==> src/rtl/pair_addr_matcher.sv <==
module pair_addr_matcher #(
  parameter int AW = 24,
  parameter int DW = 16
) (
  input  logic          clk,
  input  logic          rst_n,
  input  logic          cfg_we,
  input  logic [2:0]    cfg_sel,
  input  logic [DW-1:0] cfg_wdata,
  output logic [DW-1:0] cfg_rdata,
  input  logic          bus_valid,
  input  logic [AW-1:0] bus_addr,
  input  logic          bus_rd,
  input  logic          bus_wr,
  input  logic          bus_word,
  input  logic          bus_code,
  input  logic          bus_dma,
  output logic [1:0]    hit
);
  localparam int NSL   = AW / 8;
  localparam int CTLSEL = 2 * NSL;
  localparam int CB    = DW - 6;

  logic [AW-1:0] pt_q [2];
  logic [CB-1:0] ctl_q;

  always_ff @(posedge clk) begin
    if (!rst_n) begin
      pt_q[0] <= '0;
      pt_q[1] <= '0;
      ctl_q   <= '0;
    end else if (cfg_we) begin
      for (int k = 0; k < 2; k++)
        for (int i = 0; i < NSL; i++)
          if (cfg_sel == 3'(k*NSL + i)) pt_q[k][i*8 +: 8] <= cfg_wdata[7:0];
      if (cfg_sel == 3'(CTLSEL)) ctl_q <= cfg_wdata[DW-1:6];
    end
  end

  always_comb begin
    cfg_rdata = '0;
    for (int k = 0; k < 2; k++)
      for (int i = 0; i < NSL; i++)
        if (cfg_sel == 3'(k*NSL + i)) cfg_rdata = {{(DW-8){1'b0}}, pt_q[k][i*8 +: 8]};
    if (cfg_sel == 3'(CTLSEL)) cfg_rdata = {ctl_q, 6'b0};
  end

  wire en_rd = ctl_q[9], en_wr = ctl_q[8], en_b = ctl_q[7], en_w = ctl_q[6];
  wire en_cd = ctl_q[5], en_dt = ctl_q[4], en_cpu = ctl_q[3], en_dma = ctl_q[2];
  wire am = ctl_q[1], ar = ctl_q[0];

  wire dir_ok  = (bus_rd & en_rd) | (bus_wr & en_wr);
  wire size_ok = bus_word ? en_w : en_b;
  wire kind_ok = bus_code ? (en_cd & ~bus_dma) : en_dt;
  wire mst_ok  = bus_dma ? en_dma : en_cpu;
  wire qual    = bus_valid & dir_ok & size_ok & kind_ok & mst_ok;

  wire [AW-1:0] ign  = {{(AW-1){1'b0}}, bus_word};
  wire [AW-1:0] eff  = bus_addr & ~ign;
  wire eq_a    = ((bus_addr ^ pt_q[0]) & ~ign) == '0;
  wire eq_b    = ((bus_addr ^ pt_q[1]) & ~ign) == '0;
  wire eq_mask = ((bus_addr ^ pt_q[0]) & ~(pt_q[1] | ign)) == '0;
  wire in_rng  = (eff >= pt_q[0]) && (eff <= pt_q[1]);

  assign hit[0] = qual & (ar ? in_rng : (am ? eq_mask : eq_a));
  assign hit[1] = qual & ~ar & ~am & eq_b;

  AST_IDLE_QUIET: assert property (@(posedge clk) disable iff (!rst_n)
    !bus_valid |-> hit == 2'b00);
  AST_DMA_CODE_QUIET: assert property (@(posedge clk) disable iff (!rst_n)
    (bus_code && bus_dma) |-> hit == 2'b00);
  AST_NO_DIR_QUIET: assert property (@(posedge clk) disable iff (!rst_n)
    (!bus_rd && !bus_wr) |-> hit == 2'b00);
  AST_ODD_SILENT: assert property (@(posedge clk) disable iff (!rst_n)
    (cfg_rdata[7:6] != 2'b00 && cfg_sel == 3'(CTLSEL)) |-> !hit[1]);
  AST_CTL_HOLD: assert property (@(posedge clk) disable iff (!rst_n)
    !cfg_we |=> $stable(ctl_q));
  AST_PAIR_DEAD: assert property (@(posedge clk) disable iff (!rst_n)
    (!en_cd && !en_dt) || (!en_cpu && !en_dma) |-> hit == 2'b00);
endmodule

==> config.mk <==
export PLATFORM = sky130hd
export DESIGN_NAME = pair_addr_matcher
export DESIGN_NICKNAME = d
export VERILOG_FILES = /design/src/rtl/pair_addr_matcher.sv
export SDC_FILE = /design/constraint.sdc
export NUM_CORES = 1
export LEC_CHECK = 0
export ABC_AREA = 1
export BUFFER_PORTS_ARGS = -buffer_cell sky130_fd_sc_hd__buf_2
export CAP_MARGIN = 20
export CELL_PAD_IN_SITES_DETAIL_PLACEMENT = 0
export CELL_PAD_IN_SITES_GLOBAL_PLACEMENT = 1
export CORE_ASPECT_RATIO = 1.2
export CORE_MARGIN = 1
export CORE_UTILIZATION = 45
export DETAILED_ROUTE_END_ITERATION = 10
export PLACE_DENSITY = 0.95
export SETUP_SLACK_MARGIN = 0.02
export SKIP_CTS_REPAIR_TIMING = 1
export SLEW_MARGIN = 15
export SYNTH_ARGS = -nofsm -noshare
export SYNTH_HDL_FRONTEND = slang
export SYNTH_SLANG_ARGS = --single-unit
==> constraint.sdc <==
create_clock -name clk -period 3.35 [get_ports clk]
set_input_delay 0.1675 -clock clk [delete_from_list [all_inputs] [get_ports clk]]
set_output_delay 0.1675 -clock clk [all_outputs]
set_load 0.05 [all_outputs]
After elaboration in Yosys (flattened, before gate mapping). Memory sizes are Yosys's and may differ from the RTL's. Index checks and enable logic that the tools add are counted.

Order comparisons: 2. Equality and inequality tests: 6. Mux-type cells: 43. Bitwise gates (word level): 30. Reduce and logical (&&, ||, !) cells: 6.

Operators with widths (number): 24-bit AND (4); 16-bit two-way mux (6); 24-bit zero test (3); 8-bit two-way mux (7); 24-bit XOR (2); 1-bit two-way mux (30); 24-bit greater-or-equal comparator (1); 24-bit less-or-equal comparator (1); 1-bit inverter with 24-bit output (1); 24-bit inverter (1); 24-bit by 1-bit OR with 24-bit output (1); 1-bit AND (11); 3-bit equality test (second input constant) (3); 1-bit OR (7); 3-bit by 2-bit equality test with 1-bit output (second input constant) (2); 3-bit by 1-bit equality test with 1-bit output (second input constant) (1); 3-bit zero test (1); 1-bit inverter (3); 2-bit AND reduction (1); 1-bit logical AND (1).

Flip-flop bits (word level): 10. Memory bits (writable): 48. Input port bits: 52. Output and inout bits: 18. Memories: 1.

Memories: pt_q (words 2, width 24, rd ports 2, clocked after memory_dff 0, wr ports 2, line 24) `logic [AW-1:0] pt_q [2];`.

Logic depth before layout (Yosys ltp). Gate-level depths: netlist of run 1.

Word-level depth: 9. Mapped depth: 15. Depth with buffers taken out: 15.

Worst setup path before layout of run 1. No wires, ideal clock.

Path type: register -> output. Start point: mem pt_q[1][23]. End point: out hit[1]. Data arrival time: 2233 ps. Path slack: 949 ps. Cell stages (with the launch flop): 9. Cells stage by stage: edfxtp_1 inv_1 ha_1 nand2_1 nor2_1 nand3_1 nor2_1 nand2_1 nor3_1.

RTL lines: start, declared (line 24); end, declared (line 18) `output logic [1:0] hit`.

==> qor.log, run 1 <==
[placement] HPWL after detailed placement 8900 µm
[route] via count 3455
[synthesis] Synth area leader sky130_fd_sc_hd__edfxtp_1
[worst_setup_path] cell-by-cell listing of the critical path inv_1, ha_1, nand2_1, nor2_1, nand3_1, nor2_1, nand3_1, nand2_1, nand2_1, a21oi_1, buf_2
[worst_setup_path] slowest library cell on the worst path sky130_fd_sc_hd__edfxtp_1
[synthesis] Syn Std Cell Area 0.00390 mm²
[sta] max_slew headroom 47.2%
[synthesis] share of synthesized area occupied by flip-flops and latches 42.1%
[sta] RSZ-0062 raised after global routing no
[worst_setup_path] required time worst endpoint 3.18 ns
[clocking] number of clock buffers inserted by TritonCTS 9
[global_routing] via count of the first global-routing pass 3444
[final_layout] diodes inserted 0
[clocking] clock tree buffer depth 2
[synthesis] Synth top area share 37.0%
[sta] post-route worst hold slack 0.0691 ns
[clocking] TritonCTS clock tree yes
[synthesis] area share of and/or/nand/nor cells after synthesis 19.0%
[synthesis] post-synthesis cell count 466
[clocking] clock sink count 58
[sta] Hold Vio Cnt, Final 0
[worst_setup_path] number of buffer and inverter stages on the critical path 2
[synthesis] leading cell types by total area after synthesis sky130_fd_sc_hd__edfxtp_1 (37%), sky130_fd_sc_hd__ha_1 (15%), sky130_fd_sc_hd__inv_1 (8.8%)
[clocking] root buf cell sky130_fd_sc_hd__clkbuf_8
[final_layout] fraction of layout instances using a drive strength above 1 18.5%
[global_routing] initial antenna violation count 0
[global_routing] combined global-route utilization of all metal layers 25.4%
[placement] port bufs 69
[sta] max-slew violations 0
[sta] slew at the pin closest to its max-slew limit 0.786 ns
[worst_setup_path] Setup crit end kind primary output
[synthesis] number of distinct standard cells referenced by the synthesized netlist 32
[route] Antenna Violating Nets Remaining 0
[global_routing] pin count of the biggest net entering global routing 21
[synthesis] fraction of the mapped netlist area in adder cells 15.4%
[worst_setup_path] critical path arrival 2.43 ns
[final_layout] number of nets in the final layout 646
[worst_setup_path] Crit Path Category flop to primary output
[floorplanning] starting density of the core 47.3%
[synthesis] xor/xnor share of the synthesized area 0.449%
[final_layout] most common cell after layout, fill and taps aside sky130_fd_sc_hd__inv_1
[sta] share of the clock period used by the worst path after layout 77.7%
[floorplanning] core area 0.00824 mm²
[route] DR iter-0 viols 257
[sta] maximum frequency from static timing analysis 0.384 GHz
[worst_setup_path] maximum fanout count along the critical path 3
[synthesis] flops & latches, synth 58
[worst_setup_path] critical path's most frequent cell sky130_fd_sc_hd__nand2_1
[sta] setup TNS 0 ns
[worst_setup_path] longest individual stage delay on the worst path 0.39 ns
[synthesis] Avg Cell Area, Syn 8.37 µm²
[placement] RD Place Congestion 0.962
[synthesis] EDFF count, synth 48
[floorplanning] # rows 36
[power_and_ir_drop] VDD IR-drop max 0.000222 V
[clocking] clock transition at the register clock pins on the worst setup and hold paths after CTS 0.08 ns
[synthesis] main combinational cell family by area after synthesis simple AND/OR/NAND/NOR gates
[sta] shortest clock period the worst path allows after layout 2.60 ns
[worst_setup_path] Crit path max-delay family simple AND/OR/NAND/NOR gates
[floorplanning] Chip Height 104 µm
[sta] count of final setup violators 0
[floorplanning] number of primary I/O pins 70
[worst_setup_path] kind of start point of the critical path flop
[synthesis] post-synthesis compound-gate area fraction 13.2%
[global_routing] GR Overflow Total 0
[clocking] clock insertion delay at the later pin of the skew report 0.36 ns
[floorplanning] DIE WIDTH 87.0 µm
[floorplanning] area of the die 0.00904 mm²
[synthesis] syn nets 566
[final_layout] commonest non-fill, non-tap cells in the layout sky130_fd_sc_hd__inv_1 (91), sky130_fd_sc_hd__nand2_1 (77), sky130_fd_sc_hd__buf_2 (69)
[route] routed length per instance 16.2 µm
[clocking] count of H-tree levels built during CTS 3
[hold_path] min-delay worst type input pin to flop
[synthesis] fraction of synthesized area in multiplexers 0%
[route] per-cell via count in the routed design 5.20
[power_and_ir_drop] Pleak 2.25 nW
[route] remaining routing DRC violations 0
[route] Detailed Routing Iterations Pass 1 6
[power_and_ir_drop] Power Dens Cells 428 mW/mm²
[global_routing] wire length of the first global-routing pass 17000 µm
[status] run status completed
[run] max cap viols 0
[sta] Worst Skew 0 ns
[synthesis] predominant post-synthesis flop cell sky130_fd_sc_hd__edfxtp_1
[final_layout] P&R area growth vs syn 17.9%
[synthesis] count of yosys warnings during synthesis 0
[synthesis] async set or reset register ratio after synthesis 0%
[route] overall routed net length 10800 µm
-- per-layer routing --
metal	share of wire (%)	vias up	routed length (µm)	global-route usage (%)
li1	-	1725	-	-
met1	40	1555	4340	30.9
met2	50	144	5360	42.0
met3	5.9	31	637	4.92
met4	4.1	0	444	13.1
met5	0	-	0	0
-- through the flow --
stage	area (µm²)	std cells	util, %	setup WS (ns)	total power (W)
2_1_floorplan	3900	466	-	0.949	0.00114
3_3_place_gp	4380	649	53.2	1.25	0.00128
3_5_place_dp	4380	649	53.2	1.20	0.00129
4_1_cts	4600	665	55.8	0.786	0.00197
5_1_grt	4600	665	55.8	0.537	0.00205
6_report	4600	665	55.8	0.748	0.00197
-- report_power, final --
| part | internal (W) | switching, W | leakage [nW] |
|---|---|---|---|
| sequential | 0.000829 | 0.0000288 | 0.545 |
| combinational | 0.000148 | 0.000276 | 1.59 |
| clock | 0.000365 | 0.000320 | 0.111 |
| total | 0.00134 | 0.000624 | 2.25 |
-- cell families (layout without fill, tap and decap cells) --
kind of cell / after synthesis / in the layout
simple gates: 174 / 174
xor+xnor: 2 / 2
buf+inv: 98 / 183
flops: 58 / 58
compound gates: 86 / 86
fa+ha+maj: 48 / 48
-- sequential cells by signal, summed over array words and instances, names as in the netlist --
register	count
pt_q	48
ctl_q	10
-- worst min-delay path: stages --
cell and delay (ns):
sky130_fd_sc_hd__buf_2 0.07, sky130_fd_sc_hd__o21ai_1 0.05, sky130_fd_sc_hd__a21oi_1 0.10
-- worst paths after layout --
kind	start	endpoint	slack (ns)	cells after the start
worst max-delay path	pt_q[1][23]	hit[0]	0.75	11
worst min-delay path	cfg_wdata[9]	ctl_q[3]	0.07	3
worst max register to register	ctl_q[0]	ctl_q[0]	2.70	2
worst min register to register	ctl_q[8]	ctl_q[8]	0.48	2
-- synth_stat cells, drive strengths merged, types with 2 or more instances --
cell / n
ha: 48
o2111ai: 2
or2: 2
nand4: 5
buf: 2
nor3: 8
nand3: 12
o21ai: 20
dfxtp: 10
xnor2: 2
a21oi: 36
edfxtp: 48
nor2: 68
nand2: 78
o22ai: 10
inv: 95
o221ai: 12
a21o: 2
-- layout make-up --
class                      count  area, µm²
multi-input combinational    310       1870
tap                          114        143
timing repair buffer          72        368
sequential                    58       1640
fill                         748       3640
inverter                      95        357
clock inverter                 5       41.3
clock buffer                  11        174
No activity file was read; power rests on OpenSTA's default activity.
==> run 2, diff against run 1 <==
--- a/config.mk
+++ b/config.mk
@@ -12,9 +12,9 @@
 export CELL_PAD_IN_SITES_GLOBAL_PLACEMENT = 1
 export CORE_ASPECT_RATIO = 1.2
 export CORE_MARGIN = 1
-export CORE_UTILIZATION = 45
+export CORE_UTILIZATION = 42
 export DETAILED_ROUTE_END_ITERATION = 10
-export PLACE_DENSITY = 0.95
+export PLACE_DENSITY = 0.92
 export SETUP_SLACK_MARGIN = 0.02
 export SKIP_CTS_REPAIR_TIMING = 1
 export SLEW_MARGIN = 15
==> constraint.sdc (replaced) <==
create_clock -name clk -period 2.4 [get_ports clk]
set_input_delay 0.12 -clock clk [delete_from_list [all_inputs] [get_ports clk]]
set_output_delay 0.12 -clock clk [all_outputs]
set_load 0.05 [all_outputs]
==> qor.log, run 2 (same netlist as run 1, synthesis figures left out) <==
[global_routing] pin count of the biggest net entering global routing 21 [unchanged]
[worst_setup_path] required time worst endpoint 2.28 ns [-0.90 ns]
[hold_path] min-delay worst type input pin to flop
[sta] Worst Skew 0 ns [unchanged]
[clocking] number of clock buffers inserted by TritonCTS 9 [unchanged]
[placement] port bufs 69 [unchanged]
[final_layout] diodes inserted 0 [unchanged]
[worst_setup_path] worst reg2reg path endpoint ctl_q[0]
[route] DR iter-0 viols 269 [+4.7%]
[floorplanning] number of primary I/O pins 70 [unchanged]
[clocking] clock insertion delay at the later pin of the skew report 0.35 ns [about the same]
[power_and_ir_drop] Combinational Power Share 24.0% [+2.5 points]
[sta] count of final setup violators 0 [unchanged]
[sta] shortest clock period the worst path allows after layout 2.30 ns
[final_layout] Regs by FF count pt_q (48), ctl_q (10)
[sta] max_slew headroom 62.4% [+15 points]
[global_routing] via count of the first global-routing pass 3455 [+0.32%]
[sta] Final Worst Setup Slack 0.102 ns [-0.646 ns]
[global_routing] initial antenna violation count 0 [unchanged]
[final_layout] commonest non-fill, non-tap cells in the layout sky130_fd_sc_hd__inv_1 (86), sky130_fd_sc_hd__nand2_1 (76), sky130_fd_sc_hd__buf_2 (68)
[hold_path] Worst Hold Endpoint ctl_q[9]
[final_layout] most common cell after layout, fill and taps aside sky130_fd_sc_hd__inv_1
[power_and_ir_drop] Pleak 2.26 nW [+0.73%]
[floorplanning] # rows 38 [+5.6%]
[power_and_ir_drop] cell-internal power 0.00182 W [+35%]
[route] Antenna Violating Nets Remaining 0 [unchanged]
[global_routing] routing usage on met2 44.3% [+2.4 points]
[sta] setup TNS 0 ns [unchanged]
[power_and_ir_drop] switching portion of total power 32.1% [+0.39 points]
[placement] worst slack at placement 0.168 ns [-1.03 ns]
[status] run status finished with violations
[sta] slew at the pin closest to its max-slew limit 0.561 ns [-0.225 ns]
[clocking] clock transition at the register clock pins on the worst setup and hold paths after CTS 0.06 ns [-0.02 ns]
[floorplanning] area of the die 0.00967 mm² [+7.0%]
[final_layout] flip-flop count of the largest register, all copies and words added 48 [unchanged]
[power_and_ir_drop] clock share of power 31.2% [-3.6 points]
[global_routing] met1 Usage GRT 27.9% [-2.9 points]
[sta] max-slew violations 0 [unchanged]
[final_layout] fill cell count 880 [+18%]
[clocking] count of H-tree levels built during CTS 3 [unchanged]
[floorplanning] starting density of the core 43.2% [-4.1 points]
[worst_setup_path] flop2flop setup slack 1.71 ns [-0.99 ns]
[sta] share of the clock period used by the worst path after layout 95.7%
[final_layout] fin util 52.5% [-3.3 points]
[route] Detailed Routing Iterations Pass 1 10 [+4]
[worst_setup_path] critical path arrival 2.18 ns [-0.25 ns]
[floorplanning] Chip Height 108 µm [+3.4%]
[power_and_ir_drop] net load switching power 0.000860 W [+38%]
[placement] HPWL after detailed placement 9290 µm [+4.4%]
[worst_setup_path] worst r2r path cells 2 [unchanged]
[clocking] clock tree buffer depth 2 [unchanged]
[global_routing] wire length of the first global-routing pass 17600 µm [+4.0%]
[final_layout] number of nets in the final layout 653 [+1.1%]
[power_and_ir_drop] VDD IR-drop max 0.000319 V [+44%]
[worst_setup_path] Setup crit end kind primary output
[worst_setup_path] kind of start point of the critical path flop
[final_layout] P&R area growth vs syn 21.6%
[worst_setup_path] Crit Reg-Reg Startpoint ctl_q[0]
[global_routing] highest-utilization routing layer at the global route stage met2
[final_layout] register name with the most flops pt_q
[status] violated checks design-rule violations
[global_routing] combined global-route utilization of all metal layers 24.4% [-0.93 points]
[power_and_ir_drop] Power Dens Cells 564 mW/mm² [+32%]
[global_routing] Global Route met3 Usage 4.52% [-0.40 points]
[run] max cap viols 0 [unchanged]
[route] overall routed net length 11500 µm [+6.9%]
[power_and_ir_drop] Flop pwr share 44.8% [+1.2 points]
[global_routing] GR Overflow Total 0 [unchanged]
[power_and_ir_drop] overall power consumption 0.00268 W [+36%]
[placement] RD Place Congestion 0.928 [-3.6%]
[clocking] root buf cell sky130_fd_sc_hd__clkbuf_8
[clocking] TritonCTS clock tree yes
[sta] Hold Vio Cnt, Final 0 [unchanged]
[worst_setup_path] Crit Path Category flop to primary output
[worst_setup_path] maximum fanout count along the critical path 3 [unchanged]
[hold_path] number of cells on the worst hold path 3 [unchanged]
[route] via count 3621 [+4.8%]
[route] per-cell via count in the routed design 5.34 [+2.8%]
[sta] maximum frequency from static timing analysis 0.435 GHz
[clocking] clock sink count 58 [unchanged]
[hold_path] startpoint of the tightest hold check path cfg_wdata[15]
[final_layout] fraction of layout instances using a drive strength above 1 23.7% [+5.1 points]
[floorplanning] core area 0.00903 mm² [+9.6%]
[route] routed length per instance 17.0 µm [+4.8%]
[floorplanning] DIE WIDTH 90.0 µm [+3.4%]
[route] remaining routing DRC violations 1 [+1]
-- run 2: critical path, stage by stage, from the launching register on --
cell	delay, ns
sky130_fd_sc_hd__edfxtp_1	0.38
sky130_fd_sc_hd__inv_2	0.07
sky130_fd_sc_hd__ha_4	0.28
sky130_fd_sc_hd__nand2_2	0.07
sky130_fd_sc_hd__nor2_4	0.12
sky130_fd_sc_hd__nand4_1	0.17
sky130_fd_sc_hd__nor2_4	0.18
sky130_fd_sc_hd__nand3_1	0.08
sky130_fd_sc_hd__nand2_1	0.07
sky130_fd_sc_hd__nand2_1	0.07
sky130_fd_sc_hd__a21oi_2	0.16
sky130_fd_sc_hd__buf_6	0.17
-- run 2: power groups by stage --
| stage | Clock [W] | Sequential, W | Combinational [W] |
|---|---|---|---|
| floorplan | 0 | 0.00120 | 0.000390 |
| global placement | 0 | 0.00122 | 0.000582 |
| detailed placement | 0 | 0.00122 | 0.000592 |
| CTS | 0.000848 | 0.00120 | 0.000596 |
| global route | 0.000896 | 0.00120 | 0.000707 |
| finish | 0.000835 | 0.00120 | 0.000643 |
-- run 2: cell type report --
| cell class | count | area, µm² | area share, % |
|---|---|---|---|
| multi-input combinational | 310 | 1990 | 41.9 |
| sequential | 58 | 1640 | 34.6 |
| timing repair buffer | 79 | 427 | 9.00 |
| inverter | 95 | 357 | 7.52 |
| clock buffer | 11 | 153 | 3.22 |
| tap | 120 | 150 | 3.17 |
| clock inverter | 5 | 26.3 | 0.554 |
-- run 2: stage by stage --
stage / instance area (µm²) / instances / hold slack [ns]
after floorplan: 3900 / 466 / 0.231
after global placement: 4400 / 656 / 0.389
after detailed placement: 4400 / 656 / 0.395
after CTS: 4580 / 672 / 0.0256
after global routing: 4740 / 678 / 0.0399
final: 4740 / 678 / 0.0324
-- run 2: worst max-delay path by stage --
stage               slack [ns]      to  cells after the start        start
floorplan                 0.05  hit[1]                      8  pt_q[1][23]
global placement          0.21  hit[0]                     11  pt_q[1][22]
detailed placement        0.17  hit[0]                     11  pt_q[1][22]
CTS                      -0.23  hit[0]                     11  pt_q[1][22]
global route             -0.02  hit[0]                     11   pt_q[0][1]
finish                    0.10  hit[0]                     11  pt_q[1][15]
-- run 2: layer usage --
metal	share of wire, %	vias up
li1	-	1742
met1	39	1691
met2	51	146
met3	5.5	42
met4	3.9	0
met5	0	-
